**src/rtl/lcd_bridge_pkg.sv**
```systemverilog
package lcd_bridge_pkg;

  typedef enum logic [2:0] {
    ST_IDLE,
    ST_SYNC,
    ST_ADDR,
    ST_DATA,
    ST_STROBE,
    ST_HOLD
  } cyc_state_t;

  // Quarter-rate E: half the period low, half high; each wait adds a period.
  function automatic int unsigned strobe_clocks(input int unsigned waits,
                                                input int unsigned e_div);
    return (e_div / 2) + waits * e_div;
  endfunction

  function automatic logic window_match(input logic [3:0] nibble,
                                        input logic [3:0] tag);
    return nibble == tag;
  endfunction

endpackage

```
**src/rtl/lcd_ephase_gen.sv**
```systemverilog
module lcd_ephase_gen #(
  parameter int QW = 2
) (
  input  logic          clk,
  input  logic          rst_n,
  input  logic          run,
  input  logic          reload,
  output logic [QW-1:0] phase_q,
  output logic          e_free
);
  // Counter value after the hold clock, so that E stays low for a half period.
  localparam logic [QW-1:0] RELOAD_VAL = QW'(1);

  always_ff @(posedge clk) begin
    if (!rst_n)      phase_q <= '0;
    else if (reload) phase_q <= RELOAD_VAL;
    else if (run)    phase_q <= phase_q + 1'b1;
  end

  assign e_free = phase_q[QW-1];

endmodule

```
**src/rtl/lcd_cycle_seq.sv**
```systemverilog
module lcd_cycle_seq
  import lcd_bridge_pkg::*;
#(
  parameter int ADDR_W = 16,
  parameter int DATA_W = 8,
  parameter int WS_W   = 2,
  parameter int QW     = 2,
  parameter int CNT_W  = 4
) (
  input  logic              clk,
  input  logic              rst_n,
  input  logic              req_valid,
  input  logic [ADDR_W-1:0] req_addr,
  input  logic [DATA_W-1:0] req_wdata,
  input  logic              req_write,
  input  logic [WS_W-1:0]   wait_cfg,
  input  logic [QW-1:0]     phase_q,
  output cyc_state_t        state,
  output logic [ADDR_W-1:0] cap_addr,
  output logic [DATA_W-1:0] cap_wdata,
  output logic              cap_write,
  output logic              accept_evt,
  output logic              strobe_end,
  output logic              run_phase,
  output logic              reload_phase
);
  localparam int unsigned E_DIV = 2 ** QW;

  cyc_state_t      state_nx;
  logic [WS_W-1:0] cap_ws;
  logic [CNT_W-1:0] strobe_cnt;
  logic            phase_last;

  assign accept_evt   = req_valid && (state == ST_IDLE);
  assign phase_last   = (phase_q == {QW{1'b1}});
  assign strobe_end   = (state == ST_STROBE) && (strobe_cnt == '0);
  assign run_phase    = (state == ST_IDLE) || (state == ST_SYNC);
  assign reload_phase = (state == ST_HOLD);

  always_comb begin
    state_nx = state;
    unique case (state)
      ST_IDLE:   if (accept_evt) state_nx = ST_SYNC;
      ST_SYNC:   if (phase_last) state_nx = ST_ADDR;
      ST_ADDR:   state_nx = ST_DATA;
      ST_DATA:   state_nx = ST_STROBE;
      ST_STROBE: if (strobe_end) state_nx = ST_HOLD;
      ST_HOLD:   state_nx = ST_IDLE;
      default:   state_nx = ST_IDLE;
    endcase
  end

  always_ff @(posedge clk) begin
    if (!rst_n) state <= ST_IDLE;
    else        state <= state_nx;
  end

  always_ff @(posedge clk) begin
    if (!rst_n) begin
      cap_addr  <= '0;
      cap_wdata <= '0;
      cap_write <= 1'b0;
      cap_ws    <= '0;
    end else if (accept_evt) begin
      cap_addr  <= req_addr;
      cap_wdata <= req_wdata;
      cap_write <= req_write;
      cap_ws    <= wait_cfg;
    end
  end

  always_ff @(posedge clk) begin
    if (!rst_n)
      strobe_cnt <= '0;
    else if (state == ST_DATA)
      strobe_cnt <= CNT_W'(strobe_clocks(32'(cap_ws), E_DIV) - 1);
    else if (state == ST_STROBE && !strobe_end)
      strobe_cnt <= strobe_cnt - 1'b1;
  end

endmodule

```
**src/rtl/lcd_bus_drive.sv**
```systemverilog
module lcd_bus_drive
  import lcd_bridge_pkg::*;
#(
  parameter int ADDR_W = 16,
  parameter int DATA_W = 8
) (
  input  cyc_state_t        state,
  input  logic [ADDR_W-1:0] cap_addr,
  input  logic [DATA_W-1:0] cap_wdata,
  input  logic              cap_write,
  input  logic              e_free,
  input  logic              bus_active,
  input  logic              lcd_hit,
  output logic [DATA_W-1:0] ad_out,
  output logic              ad_oe,
  output logic [ADDR_W-DATA_W-1:0] addr_hi,
  output logic              ale,
  output logic              rw,
  output logic              rs,
  output logic              e_clk
);
  logic addr_phase;
  logic data_phase;

  assign addr_phase = (state == ST_ADDR);
  assign data_phase = (state == ST_DATA) || (state == ST_STROBE) ||
                      (state == ST_HOLD);

  always_comb begin
    if (state == ST_STROBE) e_clk = 1'b1;
    else if (bus_active)    e_clk = 1'b0;
    else                    e_clk = e_free;
  end

  assign ale     = addr_phase;
  assign ad_oe   = addr_phase || (data_phase && cap_write);
  assign addr_hi = cap_addr[ADDR_W-1:DATA_W];
  assign rw      = data_phase ? ~cap_write : 1'b1;
  assign rs      = cap_addr[0];

  always_comb begin
    if (addr_phase)                      ad_out = cap_addr[DATA_W-1:0];
    else if (data_phase && cap_write)    ad_out = cap_wdata;
    else                                 ad_out = '0;
  end

  // lcd_hit is consumed in the top; kept as an input so the drive view is complete.
  logic unused_hit;
  assign unused_hit = lcd_hit;

endmodule

```
**src/rtl/lcd_mux_bridge.sv**
```systemverilog
module lcd_mux_bridge
  import lcd_bridge_pkg::*;
#(
  parameter int         ADDR_W  = 16,
  parameter int         DATA_W  = 8,
  parameter int         WS_W    = 2,
  parameter logic [3:0] WIN_TAG = 4'h3
) (
  input  logic              clk,
  input  logic              rst_n,
  input  logic              req_valid,
  output logic              req_ready,
  input  logic [ADDR_W-1:0] req_addr,
  input  logic [DATA_W-1:0] req_wdata,
  input  logic              req_write,
  input  logic [WS_W-1:0]   wait_cfg,
  output logic [DATA_W-1:0] ad_out,
  output logic              ad_oe,
  output logic [ADDR_W-DATA_W-1:0] addr_hi,
  output logic              ale,
  output logic              rw,
  output logic              rs,
  output logic              e_clk,
  output logic              lcd_en
);
  localparam int          QW        = 2;
  localparam int          HI_W      = ADDR_W - DATA_W;
  localparam int unsigned STRB_MAX  = strobe_clocks(2 ** WS_W - 1, 2 ** QW);
  localparam int          CNT_W     = $clog2(STRB_MAX + 1);

  cyc_state_t        state;
  logic [ADDR_W-1:0] cap_addr;
  logic [DATA_W-1:0] cap_wdata;
  logic              cap_write;
  logic [QW-1:0]     phase_q;
  logic              e_free;
  logic              accept_evt;
  logic              strobe_end;
  logic              run_phase;
  logic              reload_phase;

  // Named internal events, observed by the bound checker.
  logic              bus_active;
  logic              lcd_hit;

  lcd_ephase_gen #(.QW(QW)) u_ephase (
    .clk     (clk),
    .rst_n   (rst_n),
    .run     (run_phase),
    .reload  (reload_phase),
    .phase_q (phase_q),
    .e_free  (e_free)
  );

  lcd_cycle_seq #(
    .ADDR_W(ADDR_W), .DATA_W(DATA_W), .WS_W(WS_W), .QW(QW), .CNT_W(CNT_W)
  ) u_seq (
    .clk          (clk),
    .rst_n        (rst_n),
    .req_valid    (req_valid),
    .req_addr     (req_addr),
    .req_wdata    (req_wdata),
    .req_write    (req_write),
    .wait_cfg     (wait_cfg),
    .phase_q      (phase_q),
    .state        (state),
    .cap_addr     (cap_addr),
    .cap_wdata    (cap_wdata),
    .cap_write    (cap_write),
    .accept_evt   (accept_evt),
    .strobe_end   (strobe_end),
    .run_phase    (run_phase),
    .reload_phase (reload_phase)
  );

  assign bus_active = (state == ST_ADDR) || (state == ST_DATA) ||
                      (state == ST_STROBE) || (state == ST_HOLD);
  assign lcd_hit    = window_match(cap_addr[ADDR_W-1 -: 4], WIN_TAG);
  assign req_ready  = (state == ST_IDLE);

  lcd_bus_drive #(.ADDR_W(ADDR_W), .DATA_W(DATA_W)) u_drive (
    .state      (state),
    .cap_addr   (cap_addr),
    .cap_wdata  (cap_wdata),
    .cap_write  (cap_write),
    .e_free     (e_free),
    .bus_active (bus_active),
    .lcd_hit    (lcd_hit),
    .ad_out     (ad_out),
    .ad_oe      (ad_oe),
    .addr_hi    (addr_hi),
    .ale        (ale),
    .rw         (rw),
    .rs         (rs),
    .e_clk      (e_clk)
  );

  assign lcd_en = lcd_hit && bus_active && e_clk;

  logic unused_evt;
  assign unused_evt = accept_evt ^ strobe_end ^ HI_W[0];

endmodule

```
**config.mk**
```make
export PLATFORM = sky130hd
export DESIGN_NAME = lcd_mux_bridge
export DESIGN_NICKNAME = d
export VERILOG_FILES = /design/src/rtl/lcd_bridge_pkg.sv /design/src/rtl/lcd_ephase_gen.sv /design/src/rtl/lcd_cycle_seq.sv /design/src/rtl/lcd_bus_drive.sv /design/src/rtl/lcd_mux_bridge.sv
export SDC_FILE = /design/constraint.sdc
export NUM_CORES = 1
export LEC_CHECK = 0
export CAP_MARGIN = 0
export CORE_AREA = 2 2 63 65
export DETAILED_ROUTE_END_ITERATION = 8
export DIE_AREA = 0 0 65 67
export DONT_BUFFER_PORTS = 1
export GPL_ROUTABILITY_DRIVEN = 0
export HOLD_SLACK_MARGIN = 0.05
export PLACE_DENSITY = 0.66
export SLEW_MARGIN = 0
export SYNTH_ARGS = -nofsm -noshare
export SYNTH_HDL_FRONTEND = slang
export SYNTH_SLANG_ARGS = --single-unit
export TNS_END_PERCENT = 20
```
**constraint.sdc**
```tcl
create_clock -name clk -period 2.51 [get_ports clk]
set_input_delay 0 -clock clk [delete_from_list [all_inputs] [get_ports clk]]
set_output_delay 0 -clock clk [all_outputs]
set_load 0.01 [all_outputs]
```
==> qor.yml, run 1 <==
ctsHoldBuffers: 36
drc: 0
grt_usage_pct: 20.6
hold_viol_final: 0
synth_xor_area_share_pct: 0.510
tns_ns: 0
via_per_inst: 5.38
synth_area_leader_cell: "dfxtp_1"
dieArea_um2: 4360
synth_common_cells: "63 x nand2_1, 36 x dfxtp_1, 32 x a21oi_1"
numCtsBuffers: 5
synth-seq-cells: 36
power_mw: 1.32
die_y_um: 67
tritoncts: "built"
cp.required_ns: 2.74
clockPowerShare_pct: 38.0
p_seq_share_pct: 48.9
cp_max_fo: 15
p_comb_share_pct: 13.1
drt_iter0_markers: 102
syn-num-nets: 259
ys.warnings.count: 0
final_area_um2: 2160
cts_resized: 0
holdCritPathClass: "input pin to flip-flop"
synth_top_area_share_pct: 42.0
syn_avg_cell_area_um2: 7.60
postPlaceCellArea_um2: 1690
p_leak_nw: 0.771
grt_pass1_vias: 1414
ys_types: 39
setup_viol: 0
grt_start_max_net_pins: 28
worst_clock_skew_ns: 0.00746
crit_path_cell_trace: "nor4b_4 > nand2_1 > dlygate4sd3_1 > a21oi_1"
finalWirelength_um: 4340
die_w_um: 65
hold_slack_ns: 0.0684
max_clock_freq_ghz: 0.497
arrival_ns: 2.24
slowest_stage: "nor4b_4"
cp_top_family: "simple AND/OR/NAND/NOR gates"
synth_area_leaders: "dfxtp_1 42%, nand2_1 14%, a21oi_1 9.3%"
synth_most_common_cell: "nand2_1"
n_fill_cell: 317
slowest_delay_ns: 0.65
yosysSeqAreaShare_pct: 42.0
rsz0062_at_grt: "no"
p_int_mw: 0.986
min_period_over_period_pct: 80.2
instances_no_fill: 297
clk_pin_slew_ns: 0.07
num_io_pins: 53
syn2layout_area_growth_pct: 25.7
worstSetupPathType: "flip-flop to flip-flop"
synth_top_flop_cell: "dfxtp_1"
row_count: 22
swShare_pct: 25.2
netlist_area_um2: 1720
power_switching_mw: 0.332
grt_first_pass_wirelength_um: 6730
drt_pass1_iterations: 4
synth_top_family_by_area: "simple AND/OR/NAND/NOR gates"
synthArstFlopShare_pct: 0
antenna_found_initial: 0
cap_violations: 0
slew_headroom_pct: 60.2
synthSimpleGateAreaFrac_pct: 24.4
clkSinkCount: 36
ant_nets: 0
cts_root_buf: "clkbuf_8"
tightest_slew_ns: 0.594
post-route-min-period_ns: 2.01
wl_per_cell_um: 14.6
synth-compound-area-share_pct: 21.2
critPathLaunchType: "flip-flop"
initial_core_util_pct: 47.6
clockBufferDepth: 2
dp.cells: 253
synthAdderAreaFrac_pct: 2.19
design.core.area_um2: 3610
critPathBufInv: 1
crit_path_end_kind: "flip-flop"
hpwl_um: 2800
cts_setup_buffers: 0
overflow: 0
status: "finished, final reports clean"
synth_edf_count: 0
portBuffers: 0
p_per_area_nw_per_um2: 611
vias: 1599
nNetsFinal: 281
netlist_instances: 226
peakVddDrop_v: 0.000318
htreeDepth: 2
slew_viol_final: 0
synth.area.mux_share_pct: 0.583
worstSkewPairLatency_ns: 0.29
final_layout_size_suffix_gt1_share_pct: 5.22
n_antenna_cell: 0
-- cell usage in the layout, fill, tap and decap left out, types with 2 or more instances in the layout --
| cell type | instances |
|---|---|
| nand2_1 | 63 |
| dlygate4sd3_1 | 36 |
| dfxtp_1 | 36 |
| a21oi_1 | 32 |
| o22ai_1 | 8 |
| inv_1 | 7 |
| a22oi_1 | 7 |
| nor2_1 | 5 |
| o21ai_0 | 5 |
| clkbuf_8 | 5 |
| nor3_1 | 4 |
| buf_4 | 4 |
| a31oi_1 | 3 |
| ha_1 | 3 |
| and2_1 | 2 |
| o211ai_1 | 2 |
| nand3b_1 | 2 |
| a2111oi_0 | 2 |
-- cell type report --
type / instances / area (um^2) / area share [%]
tap: 48 / 60.1 / 2.78
sequential: 36 / 721 / 33.4
clock buffer: 6 / 72.6 / 3.36
timing repair buffer: 40 / 390 / 18.1
inverter: 8 / 30.0 / 1.39
multi-input combinational: 157 / 848 / 39.3
clock inverter: 2 / 35.0 / 1.62
-- layer usage --
layer,up-vias,GRT usage (%),share of wire (%)
met4,0,8.78,1.2
met5,-,0,0
met2,46,30.9,44
li1,810,-,-
met3,5,5.41,5.7
met1,738,27.8,49
-- sequential cells by signal, summed over array words and instances, names as in the netlist --
signal / count
u_seq.cap_ws: 2
u_seq.state: 3
u_seq.cap_write: 1
u_seq.strobe_cnt: 4
u_ephase.phase_q: 2
u_seq.cap_wdata: 8
u_seq.cap_addr: 16
-- per-stage QoR --
step | util (%) | setup slack (ns)
floorplan | - | 0.878
global placement | 46.8 | 0.656
detailed placement | 46.8 | 0.625
CTS | 59.8 | 0.506
global route | 59.8 | 0.355
finish | 59.8 | 0.497
-- logic make-up after synthesis --
logic type | Yosys count
AND/OR/NAND/NOR | 90
AO/OA/AOI/OAI | 62
flip-flops | 36
buffers and inverters | 33
adder cells (fa/ha/maj) | 3
XOR/XNOR | 1
multiplexers | 1
-- final timing paths --
| path | startpoint | endpoint | slack, ns | depth (start not counted) |
|---|---|---|---|---|
| worst max-delay path | u_seq.state[0] | u_seq.cap_addr[1] | 0.50 | 4 |
| worst min-delay path | rst_n | u_seq.cap_addr[14] | 0.07 | 2 |
| worst max register to register | u_seq.state[0] | u_seq.cap_addr[1] | 0.50 | 4 |
| worst min register to register | u_seq.cap_addr[4] | u_seq.cap_addr[4] | 0.46 | 2 |
-- power groups by stage --
| stage | logic (mW) | clock network (mW) | registers, mW |
|---|---|---|---|
| after detailed placement | 0.125 | 0 | 0.656 |
| after floorplan | 0.119 | 0 | 0.638 |
| final | 0.172 | 0.501 | 0.644 |
| after global routing | 0.192 | 0.543 | 0.649 |
| after global placement | 0.123 | 0 | 0.656 |
| after CTS | 0.172 | 0.510 | 0.643 |
Note: power is estimated with default switching activity, not from simulation.
==> run 2, diff against run 1 <==
Settings changed: ABC_AREA set to 1, CORE_AREA 2 2 63 65 to 2 2 62 64, DIE_AREA 0 0 65 67 to 0 0 64 66, PLACE_DENSITY 0.66 to 0.65.
Clock period 2.51 ns to 2.05 ns, I/O delays scaled along.
==> qor.yml, run 2 <==
status: "finished, final reports clean"
htreeDepth: 2  # unchanged
cap_violations: 0  # unchanged
slew_viol_final: 0  # unchanged
via_per_inst: 5.05  # -6.1%
synth_edf_count: 0  # unchanged
ant_nets: 0  # unchanged
cts_root_buf: "clkbuf_4"
largest_reg_flops: 16  # unchanged
synthArstFlopShare_pct: 0  # unchanged
synth_top_area_share_pct: 43.9  # +2.0 points
num_io_pins: 53  # unchanged
busiest_layer: "met2"
initial_core_util_pct: 46.2  # -1.4 points
clockBufferDepth: 2  # unchanged
wl_per_cell_um: 12.2  # -16%
syn-num-nets: 256  # -1.2%
drt_pass1_iterations: 4  # unchanged
finalWirelength_um: 3590  # -17%
design.core.area_um2: 3550  # -1.5%
swShare_pct: 30.2  # +5.0 points
p_comb_share_pct: 20.0  # +6.9 points
grt_pass1_vias: 1375  # -2.8%
power_mw: 1.52  # +16%
synth_area_leader_cell: "dfxtp_1"
slew_headroom_pct: 42.2  # -18 points
ys_types: 23  # -41%
synth_top_flop_cell: "dfxtp_1"
setup_viol: 0  # unchanged
grt_first_pass_wirelength_um: 6000  # -11%
synth_common_cells: "36 x dfxtp_1, 32 x a21oi_1, 31 x inv_1"
n_antenna_cell: 0  # unchanged
tightest_slew_ns: 0.864  # +0.270 ns
clkSinkCount: 36  # unchanged
arrival_ns: 1.80  # -0.44 ns
hpwl_um: 2380  # -15%
pre_cts_ws_ns: 0.621  # -0.00427 ns
ys.warnings.count: 0  # unchanged
netlist_instances: 223  # -1.3%
nNetsFinal: 277  # -1.4%
clockPowerShare_pct: 26.2  # -12 points
power_switching_mw: 0.460  # +38%
netlist_area_um2: 1640  # -4.4%
synth_area_leaders: "dfxtp_1 44%, a21oi_1 9.8%, inv_1 7.1%"
peakVddDrop_v: 0.000566  # +78%
fin_ws_ns: 0.253  # -0.244 ns
p_seq_share_pct: 53.8  # +4.9 points
rsz0062_at_grt: "no"
drc: 0  # unchanged
cts_resized: 0  # unchanged
worst_clock_skew_ns: 0.0159  # +0.00842 ns
p_leak_nw: 0.801  # +4.0%
syn2layout_area_growth_pct: 18.5
tns_ns: 0  # unchanged
synth_most_common_cell: "dfxtp_1"
max_clock_freq_ghz: 0.557
worstSetupPathType: "flip-flop to primary output"
post-route-min-period_ns: 1.80
crit_path_end_kind: "primary output"
use_met3_pct: 6.47  # +1.1 points
tritoncts: "built"
grt_start_max_net_pins: 27  # -3.6%
final_layout_size_suffix_gt1_share_pct: 8.16  # +2.9 points
die_w_um: 64  # -1.5%
holdCritPathClass: "input pin to flip-flop"
instances_no_fill: 293  # -1.3%
reg_top3: "u_seq.cap_addr x16, u_seq.cap_wdata x8, u_seq.strobe_cnt x4"
syn_avg_cell_area_um2: 7.36  # -3.2%
row_count: 22  # unchanged
final_common_cell: "dfxtp_1"
worstSkewPairLatency_ns: 0.34  # +0.05 ns
hold_viol_final: 0  # unchanged
synth-seq-cells: 36  # unchanged
vias: 1481  # -7.4%
critPathLaunchType: "flip-flop"
portBuffers: 0  # unchanged
p_int_mw: 1.06  # +7.8%
groute.layer.met1.usage_pct: 20.9  # -6.9 points
dp.cells: 256  # +1.2%
cp.required_ns: 2.05  # -0.69 ns
dieArea_um2: 4220  # -3.0%
clk_pin_slew_ns: 0.12  # +0.05 ns
drt_iter0_markers: 54  # -47%
overflow: 0  # unchanged
final_cell_mix: "36 x dfxtp_1, 32 x a21oi_1, 31 x inv_1"
numCtsBuffers: 5  # unchanged
largest-register: "u_seq.cap_addr"
grt_usage_pct: 18.7  # -1.9 points
min_period_over_period_pct: 87.6
cp_max_fo: 9  # -6
met2_usage_pct: 31.4  # +0.45 points
yosysSeqAreaShare_pct: 43.9  # +2.0 points
p_per_area_nw_per_um2: 783  # +28%
antenna_found_initial: 0  # unchanged
die_y_um: 66  # -1.5%
## run 2: area by class of cell
cell class,count,area (um^2)
repair buffers,31,305
inverters,38,145
flip-flops and latches,36,721
multi-input cells,132,649
fillers,338,1610
clock inverters,1,7.51
clock buffers,7,55.1
well taps,48,60.1
## run 2: cells by family (layout without fill, tap and decap cells)
group | Yosys count | after routing | share of synthesized area (%)
DFF | 36 | 36 | 43.9
adders and majority gates | 3 | 3 | 2.29
buffers and inverters | 55 | 77 | 16.5
and+or+nand+nor | 63 | 63 | 16.3
AOI/OAI and AO/OA | 66 | 66 | 21.0
## run 2: power groups by stage
stage	registers [mW]	logic [mW]	clock network, mW
after CTS	0.819	0.303	0.416
after detailed placement	0.836	0.250	0
after global placement	0.833	0.244	0
after floorplan	0.816	0.258	0
final	0.819	0.304	0.399
after global routing	0.827	0.350	0.436
## run 2: worst paths after layout
| check | startpoint | slack (ns) | depth (start not counted) | end |
|---|---|---|---|---|
| setup / recovery | u_seq.state[1] | 0.25 | 4 | ad_out[4] |
| hold / removal | req_write | 0.37 | 3 | u_seq.cap_write |
| setup reg to reg | u_seq.strobe_cnt[0] | 0.63 | 9 | u_seq.strobe_cnt[2] |
| hold reg to reg | u_seq.cap_ws[0] | 0.46 | 2 | u_seq.cap_ws[0] |
## run 2: layer usage
| layer | up-vias | part of all wire (%) |
|---|---|---|
| li1 | 757 | - |
| met1 | 664 | 45 |
| met2 | 51 | 45 |
| met3 | 9 | 7.7 |
| met4 | 0 | 2.1 |
| met5 | - | 0 |
## run 2: metrics by stage
step | hold slack (ns) | cell area [um^2] | utilization, %
global placement | 0.141 | 1590 | 44.8
finish | 0.366 | 1940 | 54.7
global route | 0.348 | 1940 | 54.7
detailed placement | 0.135 | 1590 | 44.8
CTS | 0.345 | 1940 | 54.7
floorplan | 0.137 | 1640 | -
## run 2: worst max-delay path, stage by stage (launching register included)
cell and delay [ns]:
dfxtp_1 0.42, inv_2 0.06, nor3_1 0.44, inv_2 0.21, o22ai_1 0.32
## run 2: timing repair
action / 4_1_cts / 5_1_grt
buffers inserted: 0 / 0
hold buffers: 29 / 0
hold endpoints to repair: 36 / 0
==> run 3, diff against run 2 <==
Clock period 2.05 ns to 2.09 ns, I/O delays scaled along.
==> qor.yml, run 3 (same netlist as run 2, synthesis figures left out) <==
initial_core_util_pct: 46.2  # unchanged
grt_start_max_net_pins: 27  # unchanged
drc: 0  # unchanged
hpwl_um: 2340  # -1.5%
hold_viol_final: 0  # unchanged
cp_max_fo: 9  # unchanged
final_cell_mix: "36 x dfxtp_1, 32 x a21oi_1, 32 x dlygate4sd3_1"
hold_depth: 3  # unchanged
final_common_cell: "dfxtp_1"
worstSkewPairLatency_ns: 0.34  # about the same
swShare_pct: 29.1  # -1.1 points
instances_no_fill: 295  # +0.68%
met2_usage_pct: 30.6  # -0.78 points
tns_ns: 0  # unchanged
use_met3_pct: 7.16  # +0.68 points
worst_clock_skew_ns: 0.00936  # -0.00653 ns
grt_usage_pct: 19.0  # +0.27 points
drt_iter0_markers: 62  # +15%
drt_pass1_iterations: 4  # unchanged
die_w_um: 64  # unchanged
vias: 1484  # +0.20%
critPathLaunchType: "flip-flop"
antenna_found_initial: 0  # unchanged
p_comb_share_pct: 19.1  # -0.9 points
die_y_um: 66  # unchanged
reg2reg_from: "u_seq.state[0]"
numCtsBuffers: 5  # unchanged
ant_nets: 0  # unchanged
rsz0062_at_grt: "no"
n_antenna_cell: 0  # unchanged
nNetsFinal: 279  # +0.72%
largest_reg_flops: 16  # unchanged
dieArea_um2: 4220  # unchanged
hold_slack_ns: 0.118  # -0.248 ns
row_count: 22  # unchanged
arrival_ns: 1.86  # +0.06 ns
largest-register: "u_seq.cap_addr"
holdCritPathClass: "input pin to flip-flop"
r2r-end: "u_seq.cap_addr[11]"
cap_violations: 0  # unchanged
slew_headroom_pct: 43.8  # +1.6 points
slew_viol_final: 0  # unchanged
clk_pin_slew_ns: 0.12  # about the same
final_layout_size_suffix_gt1_share_pct: 8.10  # -0.066 points
power_switching_mw: 0.467  # +1.6%
cp-startpoint: "u_seq.state[1]"
r2r_slack_ns: 0.47  # -0.16 ns
cp.required_ns: 2.09  # +0.04 ns
syn2layout_area_growth_pct: 21.7
portBuffers: 0  # unchanged
cts_root_buf: "clkbuf_4"
p_leak_nw: 0.817  # +1.9%
status: "finished, final reports clean"
clockBufferDepth: 2  # unchanged
min_period_over_period_pct: 88.9
overflow: 0  # unchanged
reg_top3: "u_seq.cap_addr x16, u_seq.cap_wdata x8, u_seq.strobe_cnt x4"
power_mw: 1.60  # +5.3%
holdPathEnd: "u_seq.cap_addr[12]"
setup_viol: 0  # unchanged
worst-r2r-cell-count: 6  # -3
grt_pass1_vias: 1362  # -0.95%
crit_path_end_kind: "primary output"
post-route-min-period_ns: 1.86
min_from: "req_valid"
clockPowerShare_pct: 30.9  # +4.7 points
final_area_um2: 2000  # +2.7%
p_per_area_nw_per_um2: 803  # +2.5%
finalWirelength_um: 3680  # +2.5%
max_clock_freq_ghz: 0.538
worstSetupPathType: "flip-flop to primary output"
cts_setup_buffers: 0  # unchanged
clkSinkCount: 36  # unchanged
tightest_slew_ns: 0.840  # -0.0237 ns
dp.cells: 255  # -0.39%
busiest_layer: "met2"
num_io_pins: 53  # unchanged
postPlaceCellArea_um2: 1600  # +0.31%
design.core.area_um2: 3550  # unchanged
peakVddDrop_v: 0.000415  # -27%
htreeDepth: 2  # unchanged
tritoncts: "built"
grt_first_pass_wirelength_um: 6110  # +1.7%
groute.layer.met1.usage_pct: 22.8  # +1.9 points
p_seq_share_pct: 50.0  # -3.8 points
wl_per_cell_um: 12.5  # +1.8%
p_int_mw: 1.14  # +6.9%
via_per_inst: 5.03  # -0.48%
## run 3: cell count changes in the layout (fill, tap and decap cells not counted), sizes merged
cell | before | now
clkbuf | 7 | 5
clkinv | 0 | 1
buf | 2 | 1
bufinv | 0 | 1
dlygate4sd3 | 29 | 32
## run 3: area by class of cell
| cell class | instances | area, um^2 |
|---|---|---|
| Sequential cell | 36 | 721 |
| Clock buffer | 5 | 37.5 |
| Clock inverter | 3 | 42.5 |
| Inverter | 38 | 145 |
| Multi-Input combinational cell | 132 | 649 |
| Fill cell | 331 | 1560 |
| Timing Repair Buffer | 33 | 340 |
| Tap cell | 48 | 60.1 |
## run 3: how the worst max path moves through the flow
stage / to / cells past startpoint
after floorplan: u_seq.cap_wdata[5] / 8
after global placement: u_seq.cap_wdata[2] / 7
after detailed placement: u_seq.cap_wdata[2] / 7
after CTS: ad_out[0] / 4
after global routing: ad_out[0] / 4
final: ad_out[0] / 4
## run 3: metal layers
metal,vias up,part of all wire (%),wire length [um]
met5,-,0,0
met4,0,1.6,59
met3,6,7.0,257
met2,49,44,1630
met1,663,47,1730
li1,766,-,-
## run 3: worst max-delay path: stages (launching register included)
cell and delay [ns]:
dfxtp_1 0.42, inv_2 0.06, nor3_1 0.46, inv_2 0.23
o22ai_1 0.33
## run 3: power by group through the flow
stage | clock, mW | sequential [mW] | combinational, mW
6_report | 0.495 | 0.802 | 0.306
5_1_grt | 0.533 | 0.811 | 0.354
4_1_cts | 0.511 | 0.802 | 0.306
3_5_place_dp | 0 | 0.818 | 0.247
3_3_place_gp | 0 | 0.816 | 0.244
2_1_floorplan | 0 | 0.800 | 0.253
## run 3: metrics by stage
stage | setup WS, ns | utilization, %
floorplan | 0.850 | -
global placement | 0.577 | 44.9
detailed placement | 0.530 | 44.9
CTS | 0.195 | 56.2
global route | 0.0692 | 56.2
finish | 0.233 | 56.2
## run 3: what timing repair did
| action | in CTS | in global routing |
|---|---|---|
| endpoints found under the hold margin | 36 | 0 |
| gates resized for setup | 0 | 0 |
| hold buffers | 32 | 0 |
| endpoints found under the setup margin | 0 | 0 |
